File: config.mk
export PLATFORM = sky130hd
export DESIGN_NAME = pwrdn_ctrl
export DESIGN_NICKNAME = d
export VERILOG_FILES = /design/src/rtl/pwrdn_pkg.sv /design/src/rtl/pwrdn_deglitch.sv /design/src/rtl/pwrdn_regs.sv /design/src/rtl/pwrdn_outs.sv /design/src/rtl/pwrdn_ctrl.sv
export SDC_FILE = /design/constraint.sdc
export NUM_CORES = 1
export LEC_CHECK = 0
export BUFFER_PORTS_ARGS = -buffer_cell sky130_fd_sc_hd__clkbuf_2
export CAP_MARGIN = 25
export CORE_AREA = 3 3 40 42
export CTS_CLUSTER_SIZE = 30
export DETAILED_ROUTE_END_ITERATION = 10
export DIE_AREA = 0 0 43 45
export PLACE_DENSITY_LB_ADDON = 0.05
export SYNTH_ARGS = -nofsm -noshare
export SYNTH_HDL_FRONTEND = slang
export SYNTH_SLANG_ARGS = --single-unit
File: constraint.sdc
create_clock -name clk -period 1.3 [get_ports clk]
set_input_delay 0.13 -clock clk [delete_from_list [all_inputs] [get_ports clk]]
set_output_delay 0.13 -clock clk [all_outputs]
set_load 0.01 [all_outputs]
File: src/rtl/pwrdn_pkg.sv
package pwrdn_pkg;
  typedef enum logic [1:0] {
    MODE_EXT = 2'b00,
    MODE_INT = 2'b01,
    MODE_PIN = 2'b10,
    MODE_BIT = 2'b11
  } mode_t;

  localparam int PD_BIT_POS   = 13;
  localparam int SRST_BIT_POS = 7;

  localparam int NUM_EN  = 7;
  localparam int EN_OSC  = 0;
  localparam int EN_BUS  = 1;
  localparam int EN_CS16 = 2;
  localparam int EN_LINE = 3;
  localparam int EN_BIAS = 4;
  localparam int EN_SMEM = 5;
  localparam int EN_IRQ  = 6;

  // enables dropped by a pin-driven power-down (interrupts stay driven)
  localparam logic [NUM_EN-1:0] PIN_OFF_MASK = 7'b011_1111;
endpackage

File: src/rtl/pwrdn_deglitch.sv
module pwrdn_deglitch #(
  parameter int STABLE = 4
) (
  input  logic clk,
  input  logic raw,
  output logic filt
);
  localparam int CW = $clog2(STABLE + 1);

  logic          filt_q = 1'b1;
  logic [CW-1:0] cnt_q  = '0;

  always_ff @(posedge clk) begin
    if (raw == filt_q) begin
      cnt_q <= '0;
    end else if (cnt_q == CW'(STABLE - 1)) begin
      filt_q <= raw;
      cnt_q  <= '0;
    end else begin
      cnt_q <= cnt_q + 1'b1;
    end
  end

  assign filt = filt_q;
endmodule

File: src/rtl/pwrdn_regs.sv
module pwrdn_regs
  import pwrdn_pkg::*;
#(
  parameter int            AW        = 4,
  parameter int            DW        = 16,
  parameter logic [AW-1:0] CTRL_ADDR = '0,
  parameter logic [AW-1:0] CFG_ADDR  = 8
) (
  input  logic          clk,
  input  logic          rst,
  input  logic          wr_en,
  input  logic [AW-1:0] wr_addr,
  input  logic [DW-1:0] wr_data,
  output logic          pd_bit,
  output logic          srst
);
  logic pd_q, srst_q;

  // any write clears the power-down bit unless it is a control write setting it
  always_ff @(posedge clk) begin
    if (rst) begin
      pd_q <= 1'b0;
    end else if (wr_en) begin
      pd_q <= (wr_addr == CTRL_ADDR) && wr_data[PD_BIT_POS];
    end
  end

  always_ff @(posedge clk) begin
    if (rst) begin
      srst_q <= 1'b0;
    end else if (wr_en && (wr_addr == CFG_ADDR)) begin
      srst_q <= wr_data[SRST_BIT_POS];
    end
  end

  assign pd_bit = pd_q;
  assign srst   = srst_q;
endmodule

File: src/rtl/pwrdn_outs.sv
module pwrdn_outs
  import pwrdn_pkg::*;
(
  input  logic              clk,
  input  logic              rst,
  input  logic              pin_req,
  input  logic              bit_req,
  input  logic              enc_sel,
  output logic [NUM_EN-1:0] en,
  output logic [1:0]        mode
);
  mode_t mode_d, mode_q;

  always_comb begin
    if (bit_req)      mode_d = MODE_BIT;
    else if (pin_req) mode_d = MODE_PIN;
    else if (enc_sel) mode_d = MODE_INT;
    else              mode_d = MODE_EXT;
  end

  always_ff @(posedge clk) begin
    if (rst) mode_q <= MODE_EXT;
    else     mode_q <= mode_d;
  end

  for (genvar gi = 0; gi < NUM_EN; gi++) begin : g_en
    logic en_q;
    always_ff @(posedge clk) begin
      if (rst) en_q <= 1'b1;
      else     en_q <= ~(bit_req | (pin_req & PIN_OFF_MASK[gi]));
    end
    assign en[gi] = en_q;
  end

  assign mode = mode_q;
endmodule

File: src/rtl/pwrdn_ctrl.sv
module pwrdn_ctrl
  import pwrdn_pkg::*;
#(
  parameter int            AW        = 4,
  parameter int            DW        = 16,
  parameter logic [AW-1:0] CTRL_ADDR = 4'h0,
  parameter logic [AW-1:0] CFG_ADDR  = 4'h8,
  parameter int            STABLE    = 4
) (
  input  logic          clk,
  input  logic          rst_in,
  input  logic          pd_pin,
  input  logic          enc_sel,
  input  logic          wr_en,
  input  logic [AW-1:0] wr_addr,
  input  logic [DW-1:0] wr_data,
  output logic          osc_en,
  output logic          bus_oe,
  output logic          cs16_oe,
  output logic          line_oe,
  output logic          bias_en,
  output logic          smem_en,
  output logic          irq_oe,
  output logic [1:0]    mode
);
  logic              rst_f;
  logic              pd_bit_q;
  logic              srst_q;
  logic              pin_req;
  logic [NUM_EN-1:0] en;

  pwrdn_deglitch #(.STABLE(STABLE)) u_dg (
    .clk  (clk),
    .raw  (rst_in),
    .filt (rst_f)
  );

  pwrdn_regs #(
    .AW(AW), .DW(DW), .CTRL_ADDR(CTRL_ADDR), .CFG_ADDR(CFG_ADDR)
  ) u_regs (
    .clk     (clk),
    .rst     (rst_f),
    .wr_en   (wr_en),
    .wr_addr (wr_addr),
    .wr_data (wr_data),
    .pd_bit  (pd_bit_q),
    .srst    (srst_q)
  );

  // pin request masked by the raw (unfiltered) reset and by soft reset
  assign pin_req = pd_pin & ~rst_in & ~srst_q;

  pwrdn_outs u_outs (
    .clk     (clk),
    .rst     (rst_f),
    .pin_req (pin_req),
    .bit_req (pd_bit_q),
    .enc_sel (enc_sel),
    .en      (en),
    .mode    (mode)
  );

  assign osc_en  = en[EN_OSC];
  assign bus_oe  = en[EN_BUS];
  assign cs16_oe = en[EN_CS16];
  assign line_oe = en[EN_LINE];
  assign bias_en = en[EN_BIAS];
  assign smem_en = en[EN_SMEM];
  assign irq_oe  = en[EN_IRQ];
endmodule

; Word level (Yosys, flattened, before mapping)
; Cells that the tools add are included.
[classes]
addsub = 1
multipliers = 0
div = 0
order_cmp = 0
n_eq_ne = 3
shift = 0
mux = 3
n_bitwise = 8
n_reduce_logical = 5
[ops]
columns = op, count
row1 = $not 1->1, 5
row2 = $eq 4x4->1 const B, 1
row3 = $logic_not 4->1, 1
row4 = $mux 2, 2
row5 = $add 3x1->3 const B, 1
row6 = $eq 3x2->1 const B, 1
row7 = $and 1x1->1, 2
row8 = $logic_and 1x1->1, 2
row9 = $reduce_and 2->1, 1
row10 = $reduce_or 2->1, 1
row11 = $eq 1x1->1, 1
row12 = $mux 1, 1
row13 = $or 1x1->1, 1
[word_totals]
register_bits = 10
latchBits = 0
mem_bits_rw = 0
romBits = 0
input_bits = 25
output_inout_bits = 9
wordCells = 27
n_memories = 0

; Longest topological paths before layout
; Gate-level depths: netlist of the first run.
[depth]
depth_word = 5
mapped_depth = 4
depth_no_buf = 4

; By module
; Synthesis of the first run repeated with hierarchy kept, for this count alone.
[unflattened]
hier_cells = 40
area_unflattened_um2 = 442.9
[by_module_without_submodules]
columns = module, n_inst, cells_per_inst, area_per_inst_um2, seq_area_each_um2
row1 = pwrdn_outs, 1, 18, 167.7, 80.1
row2 = pwrdn_deglitch, 1, 12, 156.4, 90.1
row3 = pwrdn_regs, 1, 9, 106.4, 40.0
row4 = pwrdn_ctrl, 1, 1, 12.5, 0.0

; Least setup slack after synthesis of the first run
; Ideal clock, no wire load.
[synth_timing]
path_type = register to register
start = reg u_regs.srst_q, in the netlist u_regs.srst
end = reg u_outs.g_en[0].en_q
setup_time_ns = 0.120
t_arrival_ns = 0.975
required_ns = 1.180
slack_ns = 0.205
stages_incl_launch_ff = 4
path_buffers = 0
synth_period_minus_slack_ns = 1.095
path_cell_list = dfxtp_1 > or3b_1 > nor2b_4 > or2_1
[synth_between]
elab_chain_len = 4
[synth_rtl]
columns = element, line_no
row1 = from (decl), pwrdn_regs.sv:17  ; logic pd_q, srst_q;
row2 = from (signal assigned), pwrdn_regs.sv:32  ; srst_q <= wr_data[SRST_BIT_POS];
row3 = $not 1->1, pwrdn_ctrl.sv:51  ; assign pin_req = pd_pin & ~rst_in & ~srst_q;
row4 = $and 1x1->1, pwrdn_ctrl.sv:51
row5 = $or 1x1->1, pwrdn_outs.sv:30  ; else en_q <= ~(bit_req | (pin_req & PIN_OFF_MASK[gi]));
row6 = $not 1->1, pwrdn_outs.sv:30
row7 = to (signal assigned), pwrdn_outs.sv:30
row8 = to (decl), pwrdn_outs.sv:27  ; logic en_q;
; No other way between the ends.
; A chain may end at the register's enable or synchronous reset.

; Worst setup path in the final report of the first run
[layout_timing]
start = reg u_dg.filt_q, in the netlist u_dg.filt
end = reg u_dg.filt_q, in the netlist u_dg.filt (enable)
[layout_between]
elab_chain_len = 3
[layout_rtl]
columns = element, line_no
row1 = from (decl), pwrdn_deglitch.sv:10  ; logic filt_q = 1'b1;
row2 = from (signal assigned), pwrdn_deglitch.sv:17  ; filt_q <= raw;
row3 = $eq 1x1->1, pwrdn_deglitch.sv:14  ; if (raw == filt_q) begin
row4 = $not 1->1 (no source line), n/a
row5 = $reduce_and 2->1 (no source line), n/a
; No other way between the ends.

==> results of run 1 <==
## state kept, by name, indices dropped and copies added, names as in the netlist
register	count
u_dg.cnt_q	3
u_dg.filt	1
u_outs.g_en.en_q	2
u_outs.mode	2
u_regs.pd_bit	1
u_regs.srst	1
## synth_stat cells
library cell	n	area share [%]
or2b_1	1	1.8
or2_1	1	1.5
nor2b_4	1	3.3
ha_1	2	6.0
edfxtp_1	1	7.2
or3b_1	1	2.1
xor2_1	1	2.1
nand3b_1	1	1.8
nand2_1	1	0.90
and2_1	1	1.5
dfxtp_1	9	43
a41o_1	1	2.4
a21oi_1	3	3.6
buf_4	5	9.0
nand2b_1	2	3.0
nor2_1	5	4.5
nor4b_2	1	3.6
inv_1	3	2.7
## critical path, delay by kind of cell, from the launching register on
| family | cells | cell delay [ns] |
|---|---|---|
| XOR/XNOR | 1 | 0.23 |
| flip-flops | 1 | 0.49 |
| AND/OR/NAND/NOR | 1 | 0.15 |
## cell families (layout without fill, tap and decap cells)
family	count (synthesis)	count (layout)	synth area share, %
buffers and inverters	8	26	11.7
flip-flops	10	10	50.3
XOR/XNOR	1	1	2.10
AND/OR/NAND/NOR	15	15	24.0
AO/OA/AOI/OAI	4	4	5.99
adder cells (fa/ha/maj)	2	2	5.99
## routing by layer
| layer | wire (microns) | vias up | track usage, % |
|---|---|---|---|
| li1 | - | 160 | - |
| met1 | 288 | 133 | 8.27 |
| met2 | 292 | 20 | 13.8 |
| met3 | 95 | 4 | 2.79 |
| met4 | 17 | 0 | 7.23 |
| met5 | 0 | - | 0 |
## metrics by stage
stage               util, %  instance area (sq um)  hold WS [ns]
floorplan                 -                    418         0.229
global placement       38.5                    494         0.356
detailed placement     38.5                    494         0.359
CTS                    41.3                    531        0.0823
global route           41.3                    531        0.0890
finish                 41.3                    531        0.0808
## power by group
group          total (mW)  internal, mW  switching (mW)
Clock               0.280         0.170           0.110
Sequential          0.344         0.333          0.0107
Combinational      0.0778        0.0409          0.0369
## layout by cell type, fill, tap and decap left out, types with 2 or more instances in the layout
cell,n
nand2b_1,2
clkbuf_4,3
dfxtp_1,9
clkbuf_2,19
inv_1,3
a21oi_1,3
nor2_1,5
ha_1,2
## final cells by class
type	instances	area [sq um]	area share [%]
Clock buffer	4	36.3	6.84
Multi-Input combinational cell	22	159	30.0
Sequential cell	10	210	39.6
Timing Repair Buffer	19	95.1	17.9
Tap cell	15	18.8	3.54
Inverter	3	11.3	2.12
## worst min-delay path by stage
stage                     startpoint                  end  slack (ns)  cells past startpoint
after floorplan               rst_in  u_dg.filt$_DFFE_PP_        0.23                      0
after global placement        rst_in  u_dg.filt$_DFFE_PP_        0.36                      1
after detailed placement      rst_in  u_dg.filt$_DFFE_PP_        0.36                      1
after CTS                     rst_in  u_dg.filt$_DFFE_PP_        0.08                      1
after global routing          rst_in  u_dg.filt$_DFFE_PP_        0.09                      1
final                         rst_in  u_dg.filt$_DFFE_PP_        0.08                      1
==> results.py, run 1 <==
metrics = {
    "clocking": {
        "cts_tree": "yes",
        "cts_max_level": 1,
        "cts_buffer_depth": 2,
        "postCtsHoldBufs": 0,
        "cts.sinks": 10,
        "cts_setup_buffers": 0,
        "path_clk_slew_ns": 0.07,
        "cts_resized": 0,
        "clk_latency_ns": 0.27,
        "root_buffer": "clkbuf_4",
        "cts_buffers": 3,
    },
    "synth": {
        "syn-num-nets": 67,
        "synth_cells": 40,
        "ys_types": 18,
        "ys_warn_count": 0,
        "netlist_area_sq_um": 418,
        "synth_seq_area_share_pct": 50.3,
        "ys_ff_latch": 10,
        "postSynthAreaPerCell_sq_um": 10.4,
    },
    "pwr": {
        "p_leak_nw": 0.265,
        "ir_drop_v": 0.000445,
        "power_mw": 0.702,
        "power_density_mw_per_mm2": 1320,
    },
    "worst_setup_path": {
        "worst_r2r_endpoint": "u_dg.filt$_DFFE_PP_",
        "endpoint": "u_dg.filt$_DFFE_PP_",
        "crit_path_max_incr_delay_ns": 0.49,
        "r2r_setup_slack_ns": 0.16,
        "required_ns": 1.29,
        "cpMaxStageDelayCell": "edfxtp_1",
        "critPathCaptureType": "flop",
        "reg2reg_depth": 2,
        "cp-start-kind": "flop",
        "timing.rr.start": "u_dg.filt$_DFFE_PP_",
        "arrival_ns": 1.14,
        "path_max_fanout": 7,
        "crit_start": "u_dg.filt$_DFFE_PP_",
        "path_class": "flop to flop",
        "cp_cell_sequence": "xor2_1, and2_1",
    },
    "timing": {
        "finalHoldViolCount": 0,
        "fin_crit_sh_pct": 88.1,
        "slew_viol_final": 0,
        "max_freq_mhz": 874,
        "setup-violations-final": 0,
        "tightest_slew_ns": 0.301,
        "period_needed_ns": 1.14,
        "finalSetupTns_ns": 0,
        "skew_ns": 0.00355,
        "max_slew_margin_pct": 79.9,
        "setup_slack_ns": 0.155,
        "rsz0062_at_grt": "false",
    },
    "finish": {
        "drive_gt1_share_pct": 43.1,
        "n_antenna_cell": 0,
        "area_delta_synth_final_pct": 26.9,
        "stdcell_count": 73,
        "nFillCells": 145,
        "nNetsFinal": 86,
    },
    "place": {
        "dp_hpwl_microns": 579,
        "place_ws_ns": 0.156,
        "io_buffers": 19,
        "routabilityCongestion": 0.713,
        "place_inst": 69,
    },
    "global_routing": {
        "grt_overflow": 0,
        "grt_pass1_wl_mm": 1.15,
        "grt_max_degree": 8,
        "grt_pass1_vias": 320,
        "globalRouteTotalUtil_pct": 8.27,
        "antenna_found_initial": 0,
    },
    "floorplanning": {
        "rows": 13,
        "dieArea_sq_mm": 0.00194,
        "coreArea_sq_mm": 0.00128,
        "die_w_microns": 43,
        "initial_core_util_pct": 32.5,
        "io_pins": 34,
        "die_y_microns": 45,
    },
    "hold_path": {
        "hold_class": "input port to flop",
    },
    "route": {
        "drc": 0,
        "viasPerCell": 4.34,
        "antenna_left": 0,
        "totalWireLength_microns": 693,
        "via_count": 317,
        "drtIter0Drc": 1,
        "dr.pass1.iters": 3,
        "wl_per_cell_microns": 9.49,
    },
    "flow_run": {
        "cap_viol_max_count": 0,
    },
    "run_status": {
        "status": "complete, no violations",
    },
}
Power figures use the tool's default switching activity.
==> run 2: changes to the inputs <==
--- a/config.mk
+++ b/config.mk
@@ -11,7 +11,8 @@
 export CTS_CLUSTER_SIZE = 30
 export DETAILED_ROUTE_END_ITERATION = 10
 export DIE_AREA = 0 0 43 45
-export PLACE_DENSITY_LB_ADDON = 0.05
+export PLACE_DENSITY = 0.79
+export SETUP_SLACK_MARGIN = 0.5
 export SYNTH_ARGS = -nofsm -noshare
 export SYNTH_HDL_FRONTEND = slang
 export SYNTH_SLANG_ARGS = --single-unit
==> run 2 against run 1 <==
  * Critical path type unchanged
  * Highest routed layer unchanged
  * Hold slack gained 0.022 ns
  * Cell count is 5.5% higher
  * Clock skew is 0.0035 ns higher
  * Via count increased by 6.0%
  * Sequential share of layout area down 6.7 points
  * Global-route usage grew 1.3 points
  * Critical endpoint is now u_regs.srst$_SDFFE_PP0P_
  * Non-clock buffer count grew 4
  * Clock power fell by 20%
  * Sequential cell count is the same
  * Power is 0.65% higher
  * Worst setup slack got worse by 0.0064 ns
  * Combinational power up 66%
==> results.py, run 2 (synthesis results as in run 1) <==
metrics = {
    "hold_path": {
        "holdCritStartpoint": "rst_in",
        "hold_class": "input port to flop",
        "whs_path_depth": 1,
        "whs_endpoint": "u_dg.filt$_DFFE_PP_",
    },
    "worst_setup_path": {
        "arrival_ns": 1.37,
        "r2r_setup_slack_ns": 0.15,
        "path_class": "flop to flop",
        "required_ns": 1.52,
        "timing.rr.start": "u_dg.filt$_DFFE_PP_",
        "path_max_fanout": 4,
        "cpMaxStageDelayCell": "edfxtp_1",
        "reg2reg_depth": 4,
        "crit_path_max_incr_delay_ns": 0.49,
        "worst_r2r_endpoint": "u_regs.srst$_SDFFE_PP0P_",
        "critPathCaptureType": "flop",
        "cp_cell_sequence": "buf_4, or2b_1, a21oi_2, a41o_1",
        "cp-start-kind": "flop",
    },
    "pwr": {
        "p_leak_nw": 0.295,
        "power_mw": 0.706,
        "power_density_mw_per_mm2": 1080,
        "ir_drop_v": 0.000711,
    },
    "floorplanning": {
        "initial_core_util_pct": 32.5,
        "die_w_microns": 43,
        "coreArea_sq_mm": 0.00128,
        "dieArea_sq_mm": 0.00194,
        "rows": 13,
        "io_pins": 34,
        "die_y_microns": 45,
    },
    "clocking": {
        "path_clk_slew_ns": 0.07,
        "clk_latency_ns": 0.27,
        "postCtsHoldBufs": 0,
        "cts_buffers": 3,
        "root_buffer": "clkbuf_4",
        "cts_tree": "yes",
        "cts.sinks": 10,
        "cts_buffer_depth": 2,
        "cts_max_level": 1,
    },
    "global_routing": {
        "grt_overflow": 0,
        "antenna_found_initial": 0,
        "globalRouteTotalUtil_pct": 9.61,
        "grt_max_degree": 7,
        "grt_pass1_wl_mm": 1.26,
        "grt_pass1_vias": 304,
    },
    "finish": {
        "nFillCells": 130,
        "area_delta_synth_final_pct": 56.3,
        "n_antenna_cell": 0,
        "final_common_cell": "clkbuf_2",
        "largest_register_ffs": 3,
        "nNetsFinal": 90,
        "layout_common_cells": "clkbuf_2 (10), dfxtp_1 (7), buf_6 (6)",
        "regMostFlops": "u_dg.cnt_q",
        "fin_util_pct": 50.8,
        "drive_gt1_share_pct": 62.9,
        "fin_area_sq_um": 653,
    },
    "route": {
        "via_count": 336,
        "drtIter0Drc": 4,
        "drc": 0,
        "wl_per_cell_microns": 10.7,
        "antenna_left": 0,
        "viasPerCell": 4.36,
        "totalWireLength_microns": 823,
        "dr.pass1.iters": 3,
    },
    "place": {
        "io_buffers": 19,
        "dp_hpwl_microns": 544,
        "place_area_sq_um": 494,
        "routabilityCongestion": 0.672,
    },
    "timing": {
        "skew_ns": 0.00709,
        "timing.hold.ws_ns": 0.103,
        "period_needed_ns": 1.15,
        "finalHoldViolCount": 0,
        "max_slew_margin_pct": 75.3,
        "setup-violations-final": 0,
        "slew_viol_final": 0,
        "max_freq_mhz": 869,
        "fin_crit_sh_pct": 88.6,
        "rsz0062_at_grt": "true",
        "tightest_slew_ns": 0.369,
        "finalSetupTns_ns": 0,
    },
    "run_status": {
        "status": "complete, no violations",
    },
    "flow_run": {
        "cap_viol_max_count": 0,
    },
}
==> run 2: how the worst max path moves through the flow <==
stage | slack (ns) | cells after the start | start | to
3_5_place_dp | 0.19 | 3 | u_regs.srst$_SDFFE_PP0P_ | u_outs.g_en[0].en_q$_SDFF_PP1_
4_1_cts | 0.17 | 3 | u_regs.srst$_SDFFE_PP0P_ | u_outs.g_en[0].en_q$_SDFF_PP1_
6_report | 0.15 | 4 | u_dg.filt$_DFFE_PP_ | u_regs.srst$_SDFFE_PP0P_
5_1_grt | 0.10 | 4 | u_dg.filt$_DFFE_PP_ | u_regs.srst$_SDFFE_PP0P_
3_3_place_gp | 0.20 | 3 | u_regs.srst$_SDFFE_PP0P_ | u_outs.g_en[0].en_q$_SDFF_PP1_
2_1_floorplan | 0.23 | 3 | u_regs.srst$_SDFFE_PP0P_ | u_outs.g_en[0].en_q$_SDFF_PP1_
==> run 2: worst max-delay path: cells and delay by family, from the launching register on <==
kind | cells | cell delay, ns
DFF | 1 | 0.49
and+or+nand+nor | 1 | 0.23
AOI/OAI and AO/OA | 2 | 0.20
buffers and inverters | 1 | 0.18
==> run 2: through the flow <==
step                      worst slack (ns)  cells
final                                0.149     77
after global routing                 0.103     77
after CTS                            0.172     75
after detailed placement             0.187     69
after global placement               0.201     69
after floorplan                      0.228     40
==> run 2: where the power goes <==
group	total [mW]	internal, mW	switching (mW)
registers	0.353	0.333	0.0200
clock network	0.225	0.119	0.106
logic	0.129	0.0769	0.0517
total	0.706	0.529	0.178
==> run 2: layout make-up <==
cell class                 count  area [sq um]  area share, %
multi-input combinational     22           219           33.5
sequential                    10           215           33.0
timing repair buffer          23           163           24.9
clock buffer                   4          26.3           4.02
tap                           15          18.8           2.87
inverter                       3          11.3           1.72
==> run 2: per-layer routing <==
metal  share of wire, %  track usage (%)  vias to the layer above
li1                   -                -                      168
met1                 34             9.00                      143
met2                 49             14.1                       21
met3                 14             7.57                        4
met4                2.7             7.23                        0
met5                  0                0                        -
==> run 2: timing repair <==
action	CTS	global route
pin swaps	3	3
gates resized for setup	7	23
buffers inserted	2	2
endpoints found under the setup margin	17	19
==> run 3: changes to the inputs <==
==> constraint.sdc (replaced) <==
create_clock -name clk -period 1.1 [get_ports clk]
set_input_delay 0.11 -clock clk [delete_from_list [all_inputs] [get_ports clk]]
set_output_delay 0.11 -clock clk [all_outputs]
set_load 0.01 [all_outputs]
==> run 3 against run 2 <==
  * The run now ends with negative setup slack left
  * Clock-buffer cell count unchanged
  * Sequential power up 18%
  * Power up 17%
  * Fmax up 1.9%
  * Die area unchanged
  * Via count up 4.5%
  * Worst setup slack worse by 0.18 ns
  * Hold slack better by 0.0036 ns
  * Wire length up 0.85%
  * Sequential share of layout area down 1.9 points
  * Register-to-register slack worse by 0.18 ns
  * Cell count up 3.9%
  * Critical endpoint is now u_outs.g_en[0].en_q$_SDFF_PP1_
  * Largest power group unchanged
  * Highest routed layer is now met3
==> results.py, run 3 (synthesis results as in run 1) <==
metrics = {
    "timing": {
        "finalHoldViolCount": 0,
        "max_freq_mhz": 885,
        "skew_ns": 0.00434,
        "fin_crit_sh_pct": 103,
        "max_slew_margin_pct": 83.2,
        "setup-violations-final": 1,
        "finalSetupTns_ns": -0.0297,
        "rsz0062_at_grt": "true",
        "tightest_slew_ns": 0.251,
        "timing.hold.ws_ns": 0.107,
        "period_needed_ns": 1.13,
        "slew_viol_final": 0,
        "setup_slack_ns": -0.0297,
    },
    "clocking": {
        "path_clk_slew_ns": 0.06,
        "root_buffer": "clkbuf_4",
        "clk_latency_ns": 0.26,
        "cts_buffers": 3,
        "postCtsHoldBufs": 0,
        "cts.sinks": 10,
        "cts_max_level": 1,
        "cts_tree": "yes",
        "cts_buffer_depth": 2,
    },
    "finish": {
        "fin_util_pct": 54.3,
        "fin_area_sq_um": 698,
        "drive_gt1_share_pct": 67.7,
        "layout_common_cells": "clkbuf_2 (10), buf_6 (10), dfxtp_1 (6)",
        "area_delta_synth_final_pct": 67.1,
        "regMostFlops": "u_dg.cnt_q",
        "largest_register_ffs": 3,
        "nNetsFinal": 93,
        "nFillCells": 118,
        "n_antenna_cell": 0,
        "stdcell_count": 80,
    },
    "worst_setup_path": {
        "path_max_fanout": 2,
        "cp-start-kind": "flop",
        "worst_r2r_endpoint": "u_outs.g_en[0].en_q$_SDFF_PP1_",
        "reg2reg_depth": 3,
        "required_ns": 1.25,
        "arrival_ns": 1.28,
        "timing.rr.start": "u_regs.srst$_SDFFE_PP0P_",
        "critPathCaptureType": "flop",
        "r2r_setup_slack_ns": -0.03,
        "path_class": "flop to flop",
        "endpoint": "u_outs.g_en[0].en_q$_SDFF_PP1_",
        "crit_start": "u_regs.srst$_SDFFE_PP0P_",
    },
    "global_routing": {
        "grt_overflow": 0,
        "grt_max_degree": 7,
        "grt_pass1_vias": 310,
        "globalRouteTotalUtil_pct": 9.32,
        "grt_pass1_wl_mm": 1.26,
        "antenna_found_initial": 0,
    },
    "run_status": {
        "violations": "negative setup slack",
        "status": "complete, but fails checks",
    },
    "route": {
        "wl_per_cell_microns": 10.4,
        "antenna_left": 0,
        "drc": 0,
        "totalWireLength_microns": 830,
        "dr.pass1.iters": 2,
        "drtIter0Drc": 6,
        "viasPerCell": 4.39,
        "via_count": 351,
    },
    "place": {
        "place_ws_ns": -0.0355,
        "dp_hpwl_microns": 585,
        "place_inst": 71,
        "routabilityCongestion": 0.620,
        "io_buffers": 19,
        "place_area_sq_um": 522,
    },
    "floorplanning": {
        "coreArea_sq_mm": 0.00128,
        "die_w_microns": 43,
        "dieArea_sq_mm": 0.00194,
        "initial_core_util_pct": 32.5,
        "io_pins": 34,
        "die_y_microns": 45,
        "rows": 13,
    },
    "pwr": {
        "p_leak_nw": 0.318,
        "power_mw": 0.830,
        "ir_drop_v": 0.000739,
        "power_density_mw_per_mm2": 1190,
    },
    "flow_run": {
        "cap_viol_max_count": 0,
    },
    "hold_path": {
        "hold_class": "input port to flop",
    },
}
[run 3: area by class of cell]
type / instances / area (sq um) / area share (%)
Timing Repair Buffer: 26 / 200 / 28.7
Multi-Input combinational cell: 22 / 223 / 31.9
Tap cell: 15 / 18.8 / 2.69
Sequential cell: 10 / 216 / 31.0
Inverter: 3 / 13.8 / 1.97
Clock buffer: 4 / 26.3 / 3.76
[run 3: metal layers]
metal / vias to the layer above / share of wire, % / track usage [%]
met3: 0 / 11 / 7.57
met5: - / 0 / 0
met2: 18 / 52 / 14.1
met1: 158 / 36 / 9.63
li1: 175 / - / -
met4: 0 / 0 / 3.61
[run 3: worst min-delay path by stage]
| stage | start | end | cells after the start |
|---|---|---|---|
| after global placement | enc_sel | u_outs.mode[0]$_SDFF_PP0_ | 3 |
| after CTS | wr_data[7] | u_regs.srst$_SDFFE_PP0P_ | 2 |
| after floorplan | rst_in | u_dg.filt$_DFFE_PP_ | 0 |
| after detailed placement | enc_sel | u_outs.mode[0]$_SDFF_PP0_ | 3 |
| final | wr_data[7] | u_regs.srst$_SDFFE_PP0P_ | 2 |
| after global routing | wr_data[7] | u_regs.srst$_SDFFE_PP0P_ | 2 |
[run 3: critical path, stage by stage, from the launching register on]
cell,delay [ns]
dfxtp_1,0.30
or3b_4,0.38
nor2b_4,0.14
or2_1,0.20
[run 3: where the power goes]
group | switching, mW | internal [mW]
registers | 0.0210 | 0.396
logic | 0.0607 | 0.0950
clock network | 0.117 | 0.140
[run 3: what timing repair did]
| action | in CTS | in global routing |
|---|---|---|
| setup endpoints to repair | 19 | 19 |
| endpoints found under the hold margin | 0 | 0 |
| buffers inserted | 1 | 4 |
| resized for setup | 12 | 22 |
| pin swaps | 1 | 5 |
